File: src/rtl/mult_useq.sv
module mult_useq #(
  parameter int ADDR_W = 3,
  parameter int SEL_W  = 2,
  parameter int CTRL_W = 7,
  parameter int WORDS  = 6
) (
  input  logic              clk,
  input  logic              rst,
  input  logic              zero,
  output logic [CTRL_W-1:0] ctrl
);
  localparam int WORD_W = SEL_W + ADDR_W + CTRL_W;
  localparam logic [ADDR_W-1:0] HALT_A = ADDR_W'(WORDS - 1);
  localparam logic [ADDR_W-1:0] ONE_A  = ADDR_W'(1);

  function automatic logic [WORD_W-1:0] store(input logic [ADDR_W-1:0] a);
    case (a)
      ADDR_W'(0): store = {SEL_W'(0), ADDR_W'(0), CTRL_W'(7'b0000011)};
      ADDR_W'(1): store = {SEL_W'(0), ADDR_W'(0), CTRL_W'(7'b0000100)};
      ADDR_W'(2): store = {SEL_W'(0), ADDR_W'(0), CTRL_W'(7'b1011000)};
      ADDR_W'(3): store = {SEL_W'(1), ADDR_W'(2), CTRL_W'(0)};
      ADDR_W'(4): store = {SEL_W'(0), ADDR_W'(0), CTRL_W'(7'b0100000)};
      default:    store = {SEL_W'(2), HALT_A,     CTRL_W'(0)};
    endcase
  endfunction

  logic [ADDR_W-1:0] upc_q, upc_d;
  logic [WORD_W-1:0] cw_q;
  logic [SEL_W-1:0]  sel;
  logic [ADDR_W-1:0] target;
  logic              take;

  assign sel    = cw_q[WORD_W-1 -: SEL_W];
  assign target = cw_q[CTRL_W +: ADDR_W];
  assign ctrl   = cw_q[CTRL_W-1:0];

  always_comb begin
    case (sel)
      SEL_W'(1): take = !zero;
      SEL_W'(2): take = 1'b1;
      default:   take = 1'b0;
    endcase
  end

  assign upc_d = take ? target : upc_q + ONE_A;

  always_ff @(posedge clk) begin
    if (rst) begin
      upc_q <= '0;
      cw_q  <= store('0);
    end else begin
      upc_q <= upc_d;
      cw_q  <= store(upc_d);
    end
  end

  a_r1_reset_word: assert property (@(posedge clk) disable iff (rst)
    $past(rst) |-> (upc_q == '0 && ctrl == CTRL_W'(7'b0000011)));
  a_r2_out_alone: assert property (@(posedge clk) disable iff (rst)
    ctrl[5] |-> ($countones(ctrl) == 1));
  a_r3_straight: assert property (@(posedge clk) disable iff (rst)
    (upc_q == ADDR_W'(1)) |=> (upc_q == ADDR_W'(2) && ctrl == CTRL_W'(7'b1011000)));
  a_r4_loop_back: assert property (@(posedge clk) disable iff (rst)
    (upc_q == ADDR_W'(3) && !zero) |=> (upc_q == ADDR_W'(2)));
  a_r5_loop_exit: assert property (@(posedge clk) disable iff (rst)
    (upc_q == ADDR_W'(3) && zero) |=> (ctrl == CTRL_W'(7'b0100000)));
  a_r6_halt_hold: assert property (@(posedge clk) disable iff (rst)
    (upc_q == HALT_A) |=> (upc_q == HALT_A && ctrl == '0));
  a_r7_in_range: assert property (@(posedge clk) disable iff (rst)
    upc_q <= HALT_A);
endmodule

File: config.mk
export PLATFORM = sky130hd
export DESIGN_NAME = mult_useq
export DESIGN_NICKNAME = d
export VERILOG_FILES = /design/src/rtl/mult_useq.sv
export SDC_FILE = /design/constraint.sdc
export NUM_CORES = 1
export LEC_CHECK = 0
export CAP_MARGIN = 20
export CORE_AREA = 2 2 39 41
export CTS_CLUSTER_SIZE = 12
export DETAILED_ROUTE_END_ITERATION = 16
export DIE_AREA = 0 0 41 43
export DONT_BUFFER_PORTS = 1
export SYNTH_ARGS = -nofsm -noshare
export SYNTH_HDL_FRONTEND = slang
export SYNTH_SLANG_ARGS = --single-unit
File: constraint.sdc
create_clock -name clk -period 1.6 [get_ports clk]
set_clock_uncertainty 0.1 [all_clocks]
set_input_delay 0.16 -clock clk [delete_from_list [all_inputs] [get_ports clk]]
set_output_delay 0.16 -clock clk [all_outputs]
set_load 0.01 [all_outputs]
---- Word level (Yosys, flattened, before mapping) ----
Cells that the tools add are included.
Widths: inputs -> output; s select.
storage, ports and cells
  register bits ........................... 15
  latch bits .............................. 0
  RAM bits ................................ 0
  memory bits (read-only) ................. 0
  logic and storage cells ................. 14
  memories ................................ 0
operators by class
  $add $sub $neg .......................... 1
  multiply operators ...................... 0
  divide/modulo/power cells ............... 0
  order comparisons ....................... 0
  eq/ne operators ......................... 6
  shift operators ......................... 0
  multiplexer cells ....................... 3
  bitwise logic cells ..................... 0
  reductions and logical operators ........ 2
operators with widths
  cell                 number
  $pmux 12 s5          1
  $eq 3x2->1 const B   2
  $add 3x1->3 const B  1
  $eq 3x1->1 const B   1
  $eq 3x3->1 const B   1
  $logic_not 3->1      1
  $mux 3               1
  $eq 2x1->1 const B   1
  $eq 2x2->1 const B   1
  $pmux 1 s2           1
  $logic_not 1->1      1

---- Depth between registers and ports, before layout ----
Gate-level depths: netlist of the first run.
  depth in word-level cells ............... 5
  depth in mapped cells ................... 5

---- Worst setup path after synthesis of the first run ----
Ideal clock, no wire load.
  path kind ............................... reg-to-reg
  start point ............................. register cw_q[9]
  end point ............................... register cw_q[1]
  data arrival time ....................... 1.241 ns
  required time ........................... 1.378 ns
  setup slack ............................. 0.137 ns
  stages on the path, launching flop included .. 5
  buffers on the path ..................... 0
  cells stage by stage .................... dfxtp_1 inv_1 ha_1 a21o_1 a221o_1
between the ends
  cells in the longest elaborated chain, start to end .. 3
ends and longest elaborated chain
  element                             line  source
  start, declared                     28    logic [WORD_W-1:0] cw_q;
  start signal, assigned              50    cw_q <= store('0);
  start signal, assigned              53    cw_q <= store(upc_d);
  $mux 3 *                            45    assign upc_d = take ? target : upc_q + ONE_A;
  $eq 3x3->1 (tied with other cells)  17    case (a)
  $pmux 12 s5 *                       17
Mark *: on every way between the ends. The rest lies on a longest branch, timed or not.
A chain may end at the register's enable or synchronous reset.

---- Final worst setup path of the first run ----
Same ends and word-level chain as after synthesis.

==> results of run 1 <==
through the flow:
step / hold WS (ns) / std cells
after floorplan: 0.139 / 49
after global placement: 0.143 / 61
after detailed placement: 0.142 / 61
after CTS: 0.0665 / 66
after global routing: 0.108 / 66
final: 0.0734 / 66
per-layer routing:
metal / part of all wire, % / wire [um] / vias up
met5: 0 / 0 / -
met4: 1.3 / 10 / 0
met3: 9.3 / 70 / 2
met2: 48 / 362 / 10
met1: 41 / 310 / 160
li1: - / - / 166
path summary, 6_finish.rpt:
kind | startpoint | endpoint | slack (ns) | cells past startpoint
min | rst | upc_q[1] | 0.07 | 3
min reg2reg | cw_q[10] | upc_q[1] | 0.43 | 2
max | cw_q[9] | cw_q[1] | 0.16 | 4
max reg2reg | cw_q[9] | cw_q[1] | 0.16 | 4
flip-flops by register name, indices dropped and copies added, names as in the netlist:
name	flops
cw_q	6
upc_q	3
timing repair:
| action | in CTS | in global routing |
|---|---|---|
| setup buffers | 0 | 0 |
| endpoints found under the setup margin | 0 | 1 |
| gates resized for setup | 0 | 1 |
| endpoints found under the hold margin | 5 | 0 |
| hold buffers | 1 | 0 |
final cells by class:
class                      count  area share (%)
clock buffer                   4            5.25
inverter                       4            3.00
multi-input combinational     29            45.2
sequential                     9            36.0
tap                           16            4.00
timing repair buffer           4            6.50
layout by cell type (no fill, tap or decap), types with 2 or more instances in the layout:
master | netlist | layout
buf_4 | 7 | 3
clkbuf_4 | 0 | 3
dfxtp_1 | 9 | 9
nand2_1 | 4 | 4
ha_1 | 3 | 3
nand3_1 | 2 | 2
a221oi_1 | 2 | 2
inv_1 | 4 | 4
nor2_1 | 3 | 3
mux2i_1 | 3 | 3
cells in the mapped netlist:
cell,n,share of area [%]
xnor2_1,1,1.9
ha_1,3,8.0
nand3_1,2,2.1
nor4b_1,1,1.9
a221o_1,1,2.1
a221oi_1,2,3.7
dfxtp_1,9,39
nand4_1,1,1.3
nor3_1,1,1.1
a21o_1,1,1.6
nand2b_4,1,2.9
xor2_1,1,1.9
mux2i_1,3,6.4
nand2_1,4,3.2
nor4_1,1,1.3
a21oi_2,1,1.9
nor2_1,3,2.4
nand2b_1,1,1.3
and4_1,1,1.9
inv_1,4,3.2
buf_4,7,11
critical path: cells and delay by family, from the launching register on:
family	cells	cell delay (ns)
fa+ha+maj	1	0.34
buf+inv	1	0.05
flops	1	0.32
compound gates	2	0.51
power groups by stage:
stage                     sequential [uW]  combinational (uW)  clock [uW]
final                                 283                 149         170
after CTS                             283                 144         178
after global placement                287                 141           0
after floorplan                       274                 137           0
after global routing                  288                 164         188
after detailed placement              288                 140           0
cells by family (layout without fill, tap and decap cells):
logic type	count (synthesis)	after routing	synth area share (%)
buffers and inverters	11	12	14.4
AND/OR/NAND/NOR	16	16	19.5
adder cells (fa/ha/maj)	3	3	8.02
AO/OA/AOI/OAI	5	5	9.36
XOR/XNOR	2	2	3.74
flip-flops	9	9	38.5
multiplexers	3	3	6.42
==> flow_metrics.tcl, run 1 <==
set metrics [dict create \
    via_count 338 \
    core_um2 1380 \
    finalSetupViolCount 0 \
    antenna_found_initial 0 \
    num_antenna_cells 0 \
    grt_max_degree 8 \
    synth_nets 55 \
    total_power_uw 602 \
    grt_pass1_wl_um 1230 \
    p_per_area_nw_per_um2 1200 \
    swShare_pct 30.1 \
    p_leak_uw 0.000203 \
    utilization_pct 36.2 \
    grt.busiest_layer "met2" \
    cts_tree "built" \
    boundaryPins 10 \
    ys_seq_elements 9 \
    drive_above_1_share_pct 18.0 \
    die_h_um 43 \
    wl_per_cell_um 11.4 \
    period_needed_ns 1.44 \
    cpMaxStageDelayCell "ha_1" \
    drtAntennaViolNets 0 \
    grt_usage_pct 11.0 \
    worst_setup_path_end_kind "flip-flop" \
    power_frac_seq_pct 46.9 \
    start_util_pct 33.8 \
    hold_violations 0 \
    grt_pass1_vias 292 \
    clockBufferDepth 2 \
    numCtsBuffers 3 \
    seq_area_um2 180 \
    status "finished, final reports clean" \
    final_cell_area_um2 500 \
    clock_sinks 9 \
    io_buffers 0 \
    ys_seq_area_share_pct 38.5 \
    min_path_type "in -> reg" \
    use_met1_pct 12.9 \
    wirelength_um 753 \
    power.internal_uw 421 \
    row_count 14 \
    gp_congestion 0.725 \
    syn_to_final_growth_pct 6.95 \
    drtIter0Drc 8 \
    final_nets 57 \
    multi_input_area_um2 226 \
    grt_overflow 0 \
    drc 0 \
    fmax_mhz 692 \
    crit_arrival_ns 1.49 \
    finalMaxSlewViolations 0 \
    vias_per_cell 5.12 \
    fin_crit_sh_pct 90.3 \
    fillerInstances 148 \
    drv_cap 0 \
    postSynthCellCount 49 \
    ys_warn_count 0 \
    drtPass1Iterations 4 \
    met2_usage_pct 14.1 \
    worstPathRequired_ns 1.65 \
    path_cells "inv_1 > ha_1 > a21o_1 > a221o_1" \
    cts-root-buf "clkbuf_4" \
    die_area_um2 1760 \
    synth_cell_types 21 \
    fp.dieW_um 41 \
    rsz0062_at_grt "false" \
    ir_drop_v 0.000490 \
    post-place-ws_ns 0.164 \
    setup_slack_ns 0.156 \
    max_stage_delay_ns 0.34 \
    grtUsageMet3_pct 7.85 \
    tns_ns 0 \
    place_hpwl_um 563 \
    p_sw_uw 181 \
    tightest_slew_ns 0.362 \
    avgSynthCellArea_um2 9.55 \
    critPathKind "reg -> reg" \
    clk_latency_ns 0.26 \
    startpoint_type "flip-flop" \
    syn_area_um2 468 \
    path_max_fanout 4 \
    p_comb_share_pct 24.8 \
    clk_pin_slew_ns 0.06 \
    slew_headroom_pct 75.9 \
    place_area_um2 458 \
    clkPwrFrac_pct 28.3 \
    h-tree-depth 1 \
]
No activity file was read; power rests on OpenSTA's default activity.
==> run 2, diff against run 1 <==
--- a/config.mk
+++ b/config.mk
@@ -6,11 +6,12 @@
 export NUM_CORES = 1
 export LEC_CHECK = 0
 export CAP_MARGIN = 20
-export CORE_AREA = 2 2 39 41
+export CORE_AREA = 4 4 41 43
 export CTS_CLUSTER_SIZE = 12
 export DETAILED_ROUTE_END_ITERATION = 16
-export DIE_AREA = 0 0 41 43
+export DIE_AREA = 0 0 45 47
 export DONT_BUFFER_PORTS = 1
+export SKIP_LAST_GASP = 1
 export SYNTH_ARGS = -nofsm -noshare
 export SYNTH_HDL_FRONTEND = slang
 export SYNTH_SLANG_ARGS = --single-unit
==> run 2 against run 1 <==
Effect of this change:
- critical path depth stayed put
- via count is 3.6% lower
- utilization rose by 1.7 points
- sequential cell count unchanged
- largest power group unchanged
- largest cell class unchanged
- highest routed layer is now met3
==> flow_metrics.tcl, run 2 (synthesis results as in run 1) <==
set metrics [dict create \
    drive_above_1_share_pct 16.0 \
    clk_latency_ns 0.25 \
    wl_per_cell_um 11.3 \
    clock_sinks 9 \
    fmax_mhz 669 \
    io_buffers 0 \
    period_needed_ns 1.49 \
    cts-root-buf "clkbuf_4" \
    slew_headroom_pct 77.8 \
    core_um2 1300 \
    crit_arrival_ns 1.54 \
    r2r.worst_path.cells 4 \
    worstHoldPathCells 3 \
    num_antenna_cells 0 \
    tightest_slew_ns 0.332 \
    fp.dieW_um 45 \
    finalSetupViolCount 0 \
    h-tree-depth 1 \
    boundaryPins 10 \
    wirelength_um 736 \
    row_count 13 \
    post-place-ws_ns 0.113 \
    grt_max_degree 8 \
    ir_drop_v 0.000519 \
    start_util_pct 36.0 \
    antenna_found_initial 0 \
    grt_pass1_vias 300 \
    drc 0 \
    biggestRegsByFlops "cw_q: 6 flops, upc_q: 3 flops" \
    die_h_um 47 \
    cts_setup_buffers 0 \
    drtAntennaViolNets 0 \
    finalMaxSlewViolations 0 \
    fin_crit_sh_pct 93.4 \
    min_path_type "in -> reg" \
    numCtsBuffers 3 \
    critPathKind "reg -> reg" \
    vias_per_cell 5.02 \
    syn_to_final_growth_pct 5.35 \
    tns_ns 0 \
    startpoint_type "flip-flop" \
    gp_congestion 0.728 \
    min-delay-start "rst" \
    grt_usage_pct 8.63 \
    holdPathEnd "upc_q[1]" \
    clockBufferDepth 2 \
    drtPass1Iterations 4 \
    via_count 326 \
    worst_setup_path_end_kind "flip-flop" \
    p_per_area_nw_per_um2 1200 \
    max_stage_delay_ns 0.40 \
    reg2reg_to "cw_q[1]" \
    r2r_slack_ns 0.11 \
    final_common_cell "dfxtp_1" \
    die_area_um2 2120 \
    final_nets 57 \
    postCtsResizedCells 0 \
    drtIter0Drc 3 \
    drv_cap 0 \
    p_leak_uw 0.000201 \
    cpMaxStageDelayCell "dfxtp_1" \
    final_cell_mix "dfxtp_1, inv_1, nand2_1" \
    largest_reg_flops 6 \
    rsz0062_at_grt "false" \
    status "finished, final reports clean" \
    reg2reg_from "upc_q[0]" \
    path_max_fanout 5 \
    grt_overflow 0 \
    grt_pass1_wl_um 1210 \
    max_flop_register "cw_q" \
    cts_tree "built" \
    hold_violations 0 \
    place_hpwl_um 564 \
    path_cells "ha_1 > xor2_1 > nor2_1 > a221o_1" \
    worstPathRequired_ns 1.64 \
    setup_slack_ns 0.105 \
    clk_pin_slew_ns 0.06 \
]
run 2: cell types whose count changed in the layout (fill, tap and decap cells not counted):
| cell | previous run | this run |
|---|---|---|
| nor4b_1 | 0 | 1 |
| nor4b_2 | 1 | 0 |
run 2: worst max path at each step:
| stage | cells after the start | to | slack (ns) | start |
|---|---|---|---|---|
| after floorplan | 4 | cw_q[1] | 0.14 | cw_q[9] |
| after global placement | 4 | cw_q[1] | 0.14 | upc_q[0] |
| after detailed placement | 4 | cw_q[1] | 0.11 | upc_q[0] |
| after CTS | 4 | cw_q[1] | 0.1 | upc_q[0] |
| after global routing | 4 | cw_q[1] | 0.006 | upc_q[0] |
| final | 4 | cw_q[1] | 0.11 | upc_q[0] |
run 2: stage by stage:
step	hold WS [ns]	power (uW)	std cells	utilization [%]	area (um2)
floorplan	0.139	412	49	-	468
global placement	0.146	426	60	35.1	457
detailed placement	0.147	425	60	35.1	457
CTS	0.0717	602	65	37.9	493
global route	0.0990	638	65	37.9	493
finish	0.0827	591	65	37.9	493
run 2: worst max-delay path: cells and delay by family, from the launching register on:
family                   cells  cell delay (ns)
AND/OR/NAND/NOR              1             0.08
XOR/XNOR                     1             0.23
flip-flops                   1             0.40
adder cells (fa/ha/maj)      1             0.22
AO/OA/AOI/OAI                1             0.34
run 2: metal layers:
| metal | up-vias | share of wire (%) | GRT usage, % | wire (um) |
|---|---|---|---|---|
| met1 | 150 | 49 | 11.2 | 357 |
| met2 | 10 | 42 | 10.2 | 306 |
| li1 | 166 | - | - | - |
| met3 | 0 | 9.8 | 6.90 | 72 |
| met4 | 0 | 0 | 3.51 | 0 |
| met5 | - | 0 | 0 | 0 |
run 2: report_power, final:
group / leakage [uW] / switching [uW] / internal (uW)
Combinational: 0.000112 / 73.9 / 67.0
Sequential: 0.0000740 / 28.0 / 254
Clock: 0.0000150 / 73.0 / 95.7
Total: 0.000201 / 175 / 416
run 2: cell type report:
type                       count  area [um2]
sequential                     9         180
tap                           15        18.8
clock buffer                   4        26.3
fill                         141         808
inverter                       4        15.0
timing repair buffer           4        32.5
multi-input combinational     29         220
run 2: timing repair:
action | CTS | global route
hold buffers | 1 | 0
setup endpoints to repair | 0 | 0
hold endpoints to repair | 5 | 0
